==> src/rtl/walk_pkg.sv <==
package walk_pkg;

    localparam int ADDR_W     = 32;
    localparam int L1_IDX_W   = 12;
    localparam int L2_IDX_W   = 8;
    localparam int OFF_W      = ADDR_W - L1_IDX_W - L2_IDX_W;
    localparam int DESC_LOG2  = 2;
    localparam int TBL_ALIGN  = 10;
    localparam int GRP_W      = 8;

    // descriptor field positions
    localparam int L1_GRP_LSB    = 10;
    localparam int L2_GRP_LSB    = 4;
    localparam int L1_XN_BIT     = 4;
    localparam int SMALL_XN_BIT  = 0;
    localparam int LARGE_XN_BIT  = 15;
    localparam int LARGE_TEX_LSB = 12;
    localparam int SUPER_BIT     = 18;
    localparam int CACHE_BIT     = 3;

    // mask shift per leaf kind
    localparam int SH_SECTION = ADDR_W - L1_IDX_W;
    localparam int SH_SUPER   = SH_SECTION + 4;
    localparam int SH_SMALL   = OFF_W;
    localparam int SH_LARGE   = OFF_W + 4;

    typedef logic [ADDR_W-1:0] addr_t;

    typedef enum logic [2:0] {
        ST_IDLE, ST_L1_ISSUE, ST_L1_WAIT, ST_L2_ISSUE, ST_L2_WAIT
    } walk_st_e;

    typedef enum logic [1:0] {
        KIND_FAULT, KIND_TABLE, KIND_LEAF
    } kind_e;

    typedef struct packed {
        logic wr_ok;
        logic user_ok;
        logic xn;
        logic device;
        logic cached;
    } attr_t;

    typedef struct packed {
        kind_e kind;
        addr_t pa;
        attr_t attr;
        addr_t next_base;
    } dec_t;

    function automatic addr_t l1_desc_addr(input addr_t root, input addr_t va);
        addr_t ofs;
        ofs = '0;
        ofs[DESC_LOG2 +: L1_IDX_W] = va[ADDR_W-1 -: L1_IDX_W];
        return root + ofs;
    endfunction

    function automatic addr_t l2_desc_addr(input addr_t base, input addr_t va);
        addr_t ofs;
        ofs = '0;
        ofs[DESC_LOG2 +: L2_IDX_W] = va[OFF_W +: L2_IDX_W];
        return base + ofs;
    endfunction

endpackage

==> src/rtl/walk_decode.sv <==
module walk_decode
    import walk_pkg::*;
(
    input  addr_t entry,
    input  logic  at_l2,
    input  addr_t va,
    output dec_t  dec
);

    logic [GRP_W-1:0] grp;
    logic [2:0]       tex;
    logic             xn;
    logic [4:0]       sh;
    addr_t            keep;

    always_comb begin
        grp = entry[L1_GRP_LSB +: GRP_W];
        xn  = entry[L1_XN_BIT];
        sh  = entry[SUPER_BIT] ? 5'(SH_SUPER) : 5'(SH_SECTION);
        if (at_l2) begin
            grp = entry[L2_GRP_LSB +: GRP_W];
            if (entry[1]) begin
                sh = 5'(SH_SMALL);
                xn = entry[SMALL_XN_BIT];
            end else begin
                sh = 5'(SH_LARGE);
                xn = entry[LARGE_XN_BIT];
            end
        end
        tex = (at_l2 && !entry[1]) ? entry[LARGE_TEX_LSB +: 3] : grp[4:2];
        keep = {ADDR_W{1'b1}} << sh;

        dec = '0;
        if (entry[1:0] == 2'b00) begin
            dec.kind = KIND_FAULT;
        end else if (!at_l2 && entry[1:0] == 2'b01) begin
            dec.kind      = KIND_TABLE;
            dec.next_base = {entry[ADDR_W-1:TBL_ALIGN], {TBL_ALIGN{1'b0}}};
        end else begin
            dec.kind         = KIND_LEAF;
            dec.pa           = (entry & keep) | (va & ~keep);
            dec.attr.wr_ok   = ~grp[5];
            dec.attr.user_ok = grp[1];
            dec.attr.xn      = xn;
            dec.attr.device  = (tex == 3'b000);
            dec.attr.cached  = (tex != 3'b000) && entry[CACHE_BIT];
        end
    end

endmodule

==> src/rtl/walk_ctrl.sv <==
module walk_ctrl
    import walk_pkg::*;
(
    input  logic  clk,
    input  logic  rst,
    input  logic  req_valid,
    output logic  req_ready,
    input  addr_t req_va,
    input  addr_t root_base,
    output logic  mem_rd_valid,
    input  logic  mem_rd_ready,
    output addr_t mem_rd_addr,
    input  logic  mem_rsp_valid,
    input  dec_t  dec,
    output logic  at_l2,
    output addr_t va_q,
    output logic  rsp_done,
    output logic  rsp_fault,
    output addr_t rsp_pa,
    output attr_t rsp_attr
);

    walk_st_e st;
    addr_t    root_q;
    addr_t    l2_base_q;

    assign req_ready    = (st == ST_IDLE);
    assign mem_rd_valid = (st == ST_L1_ISSUE) || (st == ST_L2_ISSUE);
    assign at_l2        = (st == ST_L2_WAIT);
    assign mem_rd_addr  = (st == ST_L2_ISSUE) ? l2_desc_addr(l2_base_q, va_q)
                                              : l1_desc_addr(root_q, va_q);

    always_ff @(posedge clk) begin
        if (rst) begin
            st        <= ST_IDLE;
            va_q      <= '0;
            root_q    <= '0;
            l2_base_q <= '0;
            rsp_done  <= 1'b0;
            rsp_fault <= 1'b0;
            rsp_pa    <= '0;
            rsp_attr  <= '0;
        end else begin
            rsp_done <= 1'b0;
            unique case (st)
                ST_IDLE: if (req_valid) begin
                    va_q   <= req_va;
                    root_q <= root_base;
                    st     <= ST_L1_ISSUE;
                end
                ST_L1_ISSUE: if (mem_rd_ready) st <= ST_L1_WAIT;
                ST_L2_ISSUE: if (mem_rd_ready) st <= ST_L2_WAIT;
                ST_L1_WAIT, ST_L2_WAIT: if (mem_rsp_valid) begin
                    if (dec.kind == KIND_TABLE) begin
                        l2_base_q <= dec.next_base;
                        st        <= ST_L2_ISSUE;
                    end else begin
                        rsp_done  <= 1'b1;
                        rsp_fault <= (dec.kind == KIND_FAULT);
                        rsp_pa    <= (dec.kind == KIND_FAULT) ? '0 : dec.pa;
                        rsp_attr  <= (dec.kind == KIND_FAULT) ? '0 : dec.attr;
                        st        <= ST_IDLE;
                    end
                end
                default: st <= ST_IDLE;
            endcase
        end
    end


    busy_refuse_chk: assert property (@(posedge clk) disable iff (rst)
        mem_rd_valid |-> !req_ready);


    rd_hold_chk: assert property (@(posedge clk) disable iff (rst)
        (mem_rd_valid && !mem_rd_ready) |=> (mem_rd_valid && $stable(mem_rd_addr)));


    done_pulse_chk: assert property (@(posedge clk) disable iff (rst)
        rsp_done |=> !rsp_done);


    done_after_data_chk: assert property (@(posedge clk) disable iff (rst)
        rsp_done |-> $past(mem_rsp_valid));


    fault_clear_chk: assert property (@(posedge clk) disable iff (rst)
        (rsp_done && rsp_fault) |-> (rsp_pa == '0 && rsp_attr == '0));


    type_excl_chk: assert property (@(posedge clk) disable iff (rst)
        rsp_done |-> !(rsp_attr.device && rsp_attr.cached));

endmodule

==> src/rtl/sdesc_walker.sv <==
module sdesc_walker
    import walk_pkg::*;
(
    input  logic              clk,
    input  logic              rst,
    input  logic              req_valid,
    output logic              req_ready,
    input  logic [ADDR_W-1:0] req_va,
    input  logic [ADDR_W-1:0] root_base,
    output logic              mem_rd_valid,
    input  logic              mem_rd_ready,
    output logic [ADDR_W-1:0] mem_rd_addr,
    input  logic              mem_rsp_valid,
    input  logic [ADDR_W-1:0] mem_rsp_data,
    output logic              rsp_done,
    output logic              rsp_fault,
    output logic [ADDR_W-1:0] rsp_pa,
    output logic              rsp_wr_ok,
    output logic              rsp_user_ok,
    output logic              rsp_xn,
    output logic              rsp_device,
    output logic              rsp_cached
);

    dec_t  dec;
    logic  at_l2;
    addr_t va_q;
    attr_t attr;

    walk_decode u_decode (
        .entry (mem_rsp_data),
        .at_l2 (at_l2),
        .va    (va_q),
        .dec   (dec)
    );

    walk_ctrl u_ctrl (
        .clk           (clk),
        .rst           (rst),
        .req_valid     (req_valid),
        .req_ready     (req_ready),
        .req_va        (req_va),
        .root_base     (root_base),
        .mem_rd_valid  (mem_rd_valid),
        .mem_rd_ready  (mem_rd_ready),
        .mem_rd_addr   (mem_rd_addr),
        .mem_rsp_valid (mem_rsp_valid),
        .dec           (dec),
        .at_l2         (at_l2),
        .va_q          (va_q),
        .rsp_done      (rsp_done),
        .rsp_fault     (rsp_fault),
        .rsp_pa        (rsp_pa),
        .rsp_attr      (attr)
    );

    assign rsp_wr_ok   = attr.wr_ok;
    assign rsp_user_ok = attr.user_ok;
    assign rsp_xn      = attr.xn;
    assign rsp_device  = attr.device;
    assign rsp_cached  = attr.cached;

endmodule

==> config.mk <==
export PLATFORM = sky130hd
export DESIGN_NAME = sdesc_walker
export DESIGN_NICKNAME = d
export VERILOG_FILES = /design/src/rtl/walk_pkg.sv /design/src/rtl/walk_decode.sv /design/src/rtl/walk_ctrl.sv /design/src/rtl/sdesc_walker.sv
export SDC_FILE = /design/constraint.sdc
export NUM_CORES = 1
export LEC_CHECK = 0
export BUFFER_PORTS_ARGS = -buffer_cell sky130_fd_sc_hd__buf_4
export CAP_MARGIN = 20
export CORE_MARGIN = 8
export CORE_UTILIZATION = 47
export DETAILED_ROUTE_END_ITERATION = 8
export GPL_ROUTABILITY_DRIVEN = 0
export GPL_TIMING_DRIVEN = 0
export PLACE_DENSITY = 0.76
export REMOVE_ABC_BUFFERS = 1
export SYNTH_ARGS = -nofsm -noshare
export SYNTH_HDL_FRONTEND = slang
export SYNTH_SLANG_ARGS = --single-unit
==> constraint.sdc <==
create_clock -name clk -period 2.27 [get_ports clk]
set_input_delay 0.3405 -clock clk [delete_from_list [all_inputs] [get_ports clk]]
set_output_delay 0.3405 -clock clk [all_outputs]
set_load 0.01 [all_outputs]
==> Flow_metrics.wiki, run 1 <==
{| class="wikitable"
! Metric !! Value
|-
| Outcome || complete, but fails checks
|-
| Violations in the final reports || negative setup slack
|-
| Count of antenna diodes in the layout || 0
|-
| TritonCTS clock tree || built
|-
| Clock Tree Buf Depth || 2
|-
| Post-Synth Adder-Cell Area || 2.770%
|-
| Number of H-tree branching levels || 4
|-
| Compound-cell area share of the yosys netlist || 18.62%
|-
| Longest individual stage delay on the worst path || 0.38 ns
|-
| Reg2reg start || u_ctrl.st[2]
|-
| Critical Path Start || u_ctrl.va_q[20]
|-
| CP Data Required Time || 1.93 ns
|-
| Routed length per placed instance || 17.64 um
|-
| Total via count in the routed design || 6450
|-
| Largest fanout on the critical path || 3
|-
| Mux contribution to synthesized area || 2.607%
|-
| Sequential element share of the synthesized area || 41.72%
|-
| Final clock period utilization by the worst path || 132.0%
|-
| Unique masters post-synth || 48
|-
| Fraction of post-synthesis cell area in the top cell type by area || 41.72%
|-
| Main flop type after synthesis || dfxtp_1
|-
| Async set-or-reset flop fraction in the synthesized netlist || 0%
|-
| Yosys warns || 0
|-
| Clock root buffer || clkbuf_16
|-
| Post-synthesis share of cell area spent on and, or, nand and nor gates || 27.07%
|-
| Total of fill cells in the finished design || 1062
|-
| Synthesized instance count || 824
|-
| Number of sinks handled by clock tree synthesis || 128
|-
| Net load switching power || 1.602 mW
|-
| Flops & latches, synth || 128
|-
| Total length of routed wires || 20.48 mm
|-
| Skew final || 0.007938 ns
|-
| Critical path startpoint category || flip-flop
|-
| List of most frequent post-synthesis cells || nand2_1, a21oi_1, dfxtp_1
|-
| Cell internal pwr || 4.585 mW
|-
| Grt ovf || 0
|-
| Half-perimeter wire length after placement || 13.10 mm
|-
| Part of the total power dissipated in sequential elements || 39.4%
|-
| Initial DRC count || 639
|-
| Largest cells by area after synthesis || dfxtp_1, nand2_1, a21oi_1
|-
| X dimension of the die || 130.3 um
|-
| Initial core utilization || 48.47%
|-
| Number of flops mapped to enable cells by yosys || 0
|-
| Post-layout worst setup margin || -0.7259 ns
|-
| Clock group share of total power || 44.6%
|-
| Cell family with the largest share of critical-path delay || compound AO/OA/AOI/OAI gates
|-
| Combinational family with the most area after synthesis || simple AND/OR/NAND/NOR gates
|-
| Global-route wire length before repair || 31.17 mm
|-
| Max-capacitance violation count || 0
|-
| Later-pin clock latency in the skew report || 0.43 ns
|-
| Cts-stage hold buffer count || 0
|-
| Pre-Repair DR Iteration Count || 6
|-
| Leakage power total || 3.511 nW
|-
| P per Cell Area || 700.8 nW/um2
|-
| Unrepaired setup endpoints after global routing || true
|-
| CTS buffer count || 17
|-
| Synth Area per Inst || 7.454 um2
|-
| Post-DR vias/cell || 5.556
|-
| Start point of the worst min-delay path || mem_rd_ready
|-
| Antenna Violating Nets Remaining || 0
|-
| Clk pin slew, worst setup/hold paths || 0.06 ns
|-
| Fraction of synthesized cell area in xor and xnor cells || 2.567%
|-
| Number of top-level pins || 174
|-
| Switching Fraction || 25.90%
|-
| Final count of pins violating max slew || 0
|-
| Count of unresolved DRC violations after routing || 0
|-
| Core area || 12670 um2
|-
| Number of buffers added on ports || 172
|-
| Overall global routing resource usage || 23.56%
|-
| Category of the worst setup path capture point || output port
|-
| Number of cell rows || 41
|-
| Maximum clock frequency || 333.8 MHz
|-
| Count of buffer and inverter cells on the critical path || 1
|-
| Shortest period the worst path allows || 2.996 ns
|-
| Total design power || 6.187 mW
|-
| Crit path max-delay cell type || fa_2
|-
| Tightest Pin Transition || 0.8134 ns
|-
| Area taken by flip-flops and latches || 2587 um2
|-
| Share of post-route cells with drive strength above 1 || 31.45%
|-
| Die Y-Extent || 130.3 um
|-
| Most frequently used cell type in the post-synthesis netlist || nand2_1
|-
| Final count of hold timing violations || 0
|-
| Combined area of the multi-input logic cells || 3834 um2
|-
| Via count of the first global-routing pass || 6131
|-
| Hold/Removal Path Class || in -> reg
|-
| Worst Setup Path Type || reg -> out
|-
| Relative area change from synthesis to final layout || 43.74%
|-
| Endpoints failing setup || 26
|-
| Chain of cells forming the critical path || ha_4 -> fa_2 -> a211oi_4 -> o21bai_2 -> a21o_1 -> a31oi_1 -> xor2_1 -> a21oi_2 -> buf_4
|-
| Worst setup slack after placement || -0.7690 ns
|-
| Number of antenna violations at the first check in global routing || 0
|-
| Crit path arrival time || 2.66 ns
|-
| Library cell with the largest summed area after synthesis || dfxtp_1
|-
| Netlist area before placement || 6142 um2
|-
| Total die area || 16980 um2
|-
| Worst slew margin || 45.58%
|-
| Maximum resistive drop on vdd || 0.6283 mV
|-
| Combinational group share of total power || 16.0%
|-
| Pin count of the biggest net entering global routing || 80
|-
| Post-layout net count || 1090
|}
## metal layers
metal	vias up	global-route usage (%)	share of wire [%]	wire length (um)
li1	3145	-	-	-
met1	3025	28.72	42	8536
met2	250	38.82	48	9881
met3	30	7.181	8.1	1657
met4	0	7.719	2.0	408
met5	-	0	0	0
## flip-flops by register name, summed over array words and instances (netlist names)
name              cells
u_ctrl.st             3
u_ctrl.rsp_done       1
u_ctrl.rsp_fault      1
u_ctrl.root_q        32
u_ctrl.va_q          32
u_ctrl.rsp_attr       5
u_ctrl.l2_base_q     22
u_ctrl.rsp_pa        32
## layout make-up
type / instances / share of cell area [%]
Multi-Input combinational cell: 630 / 43.42
Sequential cell: 128 / 29.31
Timing Repair Buffer: 193 / 17.80
Clock buffer: 21 / 5.215
Tap cell: 172 / 2.438
Clock inverter: 11 / 1.559
Inverter: 6 / 0.2551
## timing repair
action                                  in CTS  in global routing
endpoints found under the setup margin      41                 43
gates cloned                                 2                  1
resized for setup                           76                 47
buffers inserted                             5                 10
pin swaps                                   34                 26
## final timing paths
check | end | slack, ns | cells after the start
setup / recovery | mem_rd_addr[12] | -0.73 | 9
setup reg to reg | u_ctrl.rsp_pa[23] | 0.22 | 6
hold reg to reg | u_ctrl.rsp_pa[8] | 0.45 | 2
hold / removal | u_ctrl.st[0] | 0.14 | 2
## per-stage QoR
| stage | utilization, % | TNS [ns] | hold WS, ns | instance area (um2) | instances |
|---|---|---|---|---|---|
| 2_1_floorplan | - | -12.51 | 0.4096 | 5879 | 761 |
| 3_3_place_gp | 58.29 | -131.82 | 0.4389 | 7386 | 1105 |
| 3_5_place_dp | 59.57 | -12.79 | 0.4456 | 7548 | 1113 |
| 4_1_cts | 67.44 | -15.02 | 0.1298 | 8546 | 1152 |
| 5_1_grt | 69.68 | -16.91 | 0.1410 | 8828 | 1161 |
| 6_report | 69.68 | -14.69 | 0.1419 | 8828 | 1161 |
## power groups by stage
stage	combinational [mW]	sequential, mW	clock [mW]
floorplan	0.409	2.45	0
global placement	0.821	2.46	0
detailed placement	0.853	2.46	0
CTS	0.924	2.43	2.80
global route	1.08	2.45	2.89
finish	0.988	2.44	2.76
## logic make-up (layout without fill, tap and decap cells)
group | count (synthesis) | count (layout)
and+or+nand+nor | 376 | 378
adders and majority gates | 13 | 13
xor gates and xnor gates | 18 | 18
buffers and inverters | 69 | 231
muxes | 16 | 16
AOI/OAI and AO/OA | 204 | 205
DFF | 128 | 128
## layout by cell type, fill, tap and decap left out, types with 4 or more instances in the layout
cell       Yosys  final
a21oi_2        1     11
nand2_1      226    224
a21oi_1      148    135
o21ai_0       17      4
nand4_1        6      6
clkbuf_16      0     17
xnor2_1       13     10
or4_1          5      4
nand3_1       44     36
a21o_1         6      6
nor2_1        38     37
nor3_1        16     13
o21ai_1        0     11
nor4b_1        5      4
inv_1          6      6
buf_4          1    178
a211oi_2       1      4
xor2_1         5      5
nand3_2        0      6
a2bb2oi_1      9      9
dfxtp_2        0     11
dfxtp_1      128    114
ha_4           0      9
mux2i_1       16     16
nand4b_1       9      9
clkinv_2       0      5
buf_6          2     10
nand2b_1       4      4
## worst reg2reg max path: stages (launching register included)
cell,delay (ns)
dfxtp_1,0.57
nor3b_4,0.43
buf_6,0.21
nand2b_1,0.26
mux2i_1,0.23
a2bb2oi_1,0.18
nor2_1,0.05
(Power assumes the default switching activity.)
==> run 2, diff against run 1 <==
PLACE_DENSITY = 0.87   (was 0.76)
==> run 2 against run 1 <==
The run still ends with negative setup slack left. Clock skew fell by 0.0033 ns. Critical path depth fell by 1. Power rose by 5.8%. First-iteration DRC count fell by 7.4%. Clock power rose by 11%. Critical path type unchanged.
==> Flow_metrics.wiki, run 2 (synthesized netlist as in run 1, its figures left out) <==
{| class="wikitable"
! Metric !! Value
|-
| Tightest Pin Transition || 0.8879 ns
|-
| Pre-Repair DR Iteration Count || 5
|-
| Violations in the final reports || negative setup slack
|-
| Half-perimeter wire length after placement || 13.21 mm
|-
| Number of buffers added on ports || 172
|-
| Number of antenna violations at the first check in global routing || 0
|-
| Setup_tns || -16.57 ns
|-
| Category of the worst setup path capture point || output port
|-
| TritonCTS clock tree || built
|-
| Total die area || 16980 um2
|-
| Post-layout worst setup margin || -0.8047 ns
|-
| Number of top-level pins || 174
|-
| Worst Setup Path Type || reg -> out
|-
| Crit path max-delay cell type || or4_4
|-
| Die Y-Extent || 130.3 um
|-
| Commonest non-fill, non-tap cell in the layout || nand2_1
|-
| Core area || 12670 um2
|-
| Routed length per placed instance || 19.10 um
|-
| Registers with the highest flip-flop counts || u_ctrl.root_q (32), u_ctrl.rsp_pa (32), u_ctrl.va_q (32)
|-
| Later-pin clock latency in the skew report || 0.43 ns
|-
| Unrepaired setup endpoints after global routing || true
|-
| Cell count after placement || 1112
|-
| Initial DRC count || 592
|-
| Clk pin slew, worst setup/hold paths || 0.06 ns
|-
| Count of unresolved DRC violations after routing || 0
|-
| Via count of the first global-routing pass || 6497
|-
| Critical R2R Capture || u_ctrl.rsp_pa[22]
|-
| Share of post-route cells with drive strength above 1 || 33.53%
|-
| Maximum resistive drop on vdd || 0.6459 mV
|-
| Cell family with the largest share of critical-path delay || simple AND/OR/NAND/NOR gates
|-
| X dimension of the die || 130.3 um
|-
| Count of antenna diodes in the layout || 0
|-
| Overall global routing resource usage || 25.44%
|-
| Antenna Violating Nets Remaining || 0
|-
| Grt ovf || 0
|-
| Pin count of the biggest net entering global routing || 71
|-
| Final count of pins violating max slew || 0
|-
| Most frequent cells in the layout || nand2_1, buf_4, a21oi_1, dfxtp_1, nor2_1
|-
| Crit path arrival time || 2.73 ns
|-
| Largest fanout on the critical path || 5
|-
| Total of fill cells in the finished design || 952
|-
| Number of H-tree branching levels || 4
|-
| Number of sinks handled by clock tree synthesis || 128
|-
| Skew final || 0.004660 ns
|-
| Shortest period the worst path allows || 3.075 ns
|-
| Critical Path Start || u_ctrl.va_q[21]
|-
| Post-layout net count || 1100
|-
| Termination of the worst setup path || mem_rd_addr[19]
|-
| Final count of hold timing violations || 0
|-
| Total length of routed wires || 22.36 mm
|-
| Longest individual stage delay on the worst path || 0.53 ns
|-
| Number of cell rows || 41
|-
| Final clock period utilization by the worst path || 135.4%
|-
| Final core utilization || 71.40%
|-
| Relative area change from synthesis to final layout || 47.30%
|-
| P per Cell Area || 723.5 nW/um2
|-
| Chain of cells forming the critical path || ha_4 -> a21o_1 -> nand4_1 -> a211oi_4 -> o221ai_4 -> or4_4 -> nand3_2 -> buf_6
|-
| Max-capacitance violation count || 0
|-
| Crit. path cell count || 8
|-
| Post-DR vias/cell || 5.693
|-
| Combined area of the multi-input logic cells || 3901 um2
|-
| R2R setup slack || 0.09 ns
|-
| Count of buffer and inverter cells on the critical path || 1
|-
| Endpoints failing setup || 27
|-
| CP Data Required Time || 1.93 ns
|-
| Hold/Removal Path Class || in -> reg
|-
| Worst slew margin || 40.31%
|-
| Outcome || complete, but fails checks
|-
| Maximum clock frequency || 325.2 MHz
|-
| Clock root buffer || clkbuf_16
|-
| CTS buffer count || 17
|-
| Global-route wire length before repair || 33.38 mm
|-
| Total via count in the routed design || 6666
|-
| Initial core utilization || 48.47%
|-
| Clock Tree Buf Depth || 2
|-
| Reg2reg start || u_ctrl.st[1]
|-
| R2R depth || 6
|-
| Area taken by flip-flops and latches || 2592 um2
|-
| Leakage power total || 3.611 nW
|-
| Post-route non-filler standard cell count || 1171
|-
| Critical path startpoint category || flip-flop
|}
-- run 2: worst register-to-register path, cell delays in order, from the launching register on --
cell	delay, ns
dfxtp_2	0.54
nor2b_1	0.21
a21oi_1	0.14
nor3_4	0.46
nand2_1	0.37
a2bb2oi_1	0.24
nor2_1	0.15
-- run 2: stage by stage --
step / area [um2] / power [mW] / setup WS (ns) / hold WS [ns]
floorplan: 5879 / 2.855 / -0.4532 / 0.4096
global placement: 7386 / 3.276 / -1.871 / 0.4389
detailed placement: 7523 / 3.312 / -0.8032 / 0.4435
CTS: 8788 / 6.484 / -0.6807 / 0.1187
global route: 9047 / 6.780 / -0.8618 / 0.1138
finish: 9047 / 6.546 / -0.8047 / 0.1298
-- run 2: timing repair --
| item | 4_1_cts | 5_1_grt |
|---|---|---|
| cloned | 4 | 0 |
| gates resized for setup | 100 | 48 |
| setup buffers | 15 | 10 |
| endpoints found under the setup margin | 41 | 29 |
| pin swaps | 27 | 36 |
| hold buffers | 0 | 0 |
-- run 2: layout make-up --
cell class | instances | area share [%]
clock buffer | 21 | 5.310
clock inverter | 11 | 2.019
inverter | 6 | 0.2489
multi-input combinational | 631 | 43.12
sequential | 128 | 28.65
tap | 172 | 2.379
timing repair buffer | 202 | 18.27
-- run 2: worst min-delay path by stage --
stage | slack [ns] | startpoint | to | cells after the start
2_1_floorplan | 0.41 | rst | u_ctrl.l2_base_q[10] | 1
3_3_place_gp | 0.44 | u_ctrl.root_q[0] | u_ctrl.root_q[0] | 2
3_5_place_dp | 0.44 | u_ctrl.root_q[0] | u_ctrl.root_q[0] | 2
4_1_cts | 0.12 | mem_rd_ready | u_ctrl.st[0] | 2
5_1_grt | 0.11 | mem_rd_ready | u_ctrl.st[0] | 2
6_report | 0.13 | mem_rd_ready | u_ctrl.st[0] | 2
-- run 2: per-layer routing --
metal	track usage [%]	part of all wire, %	up-vias
met5	0	0	-
met4	11.95	3.3	0
met3	7.507	8.2	57
met2	42.54	49	283
met1	29.33	40	3167
li1	-	-	3159
-- run 2: power by group --
group | total (mW) | switching (mW) | internal, mW
logic | 1.05 | 0.555 | 0.500
registers | 2.43 | 0.0916 | 2.34
clock network | 3.06 | 1.01 | 2.05
total | 6.55 | 1.65 | 4.89
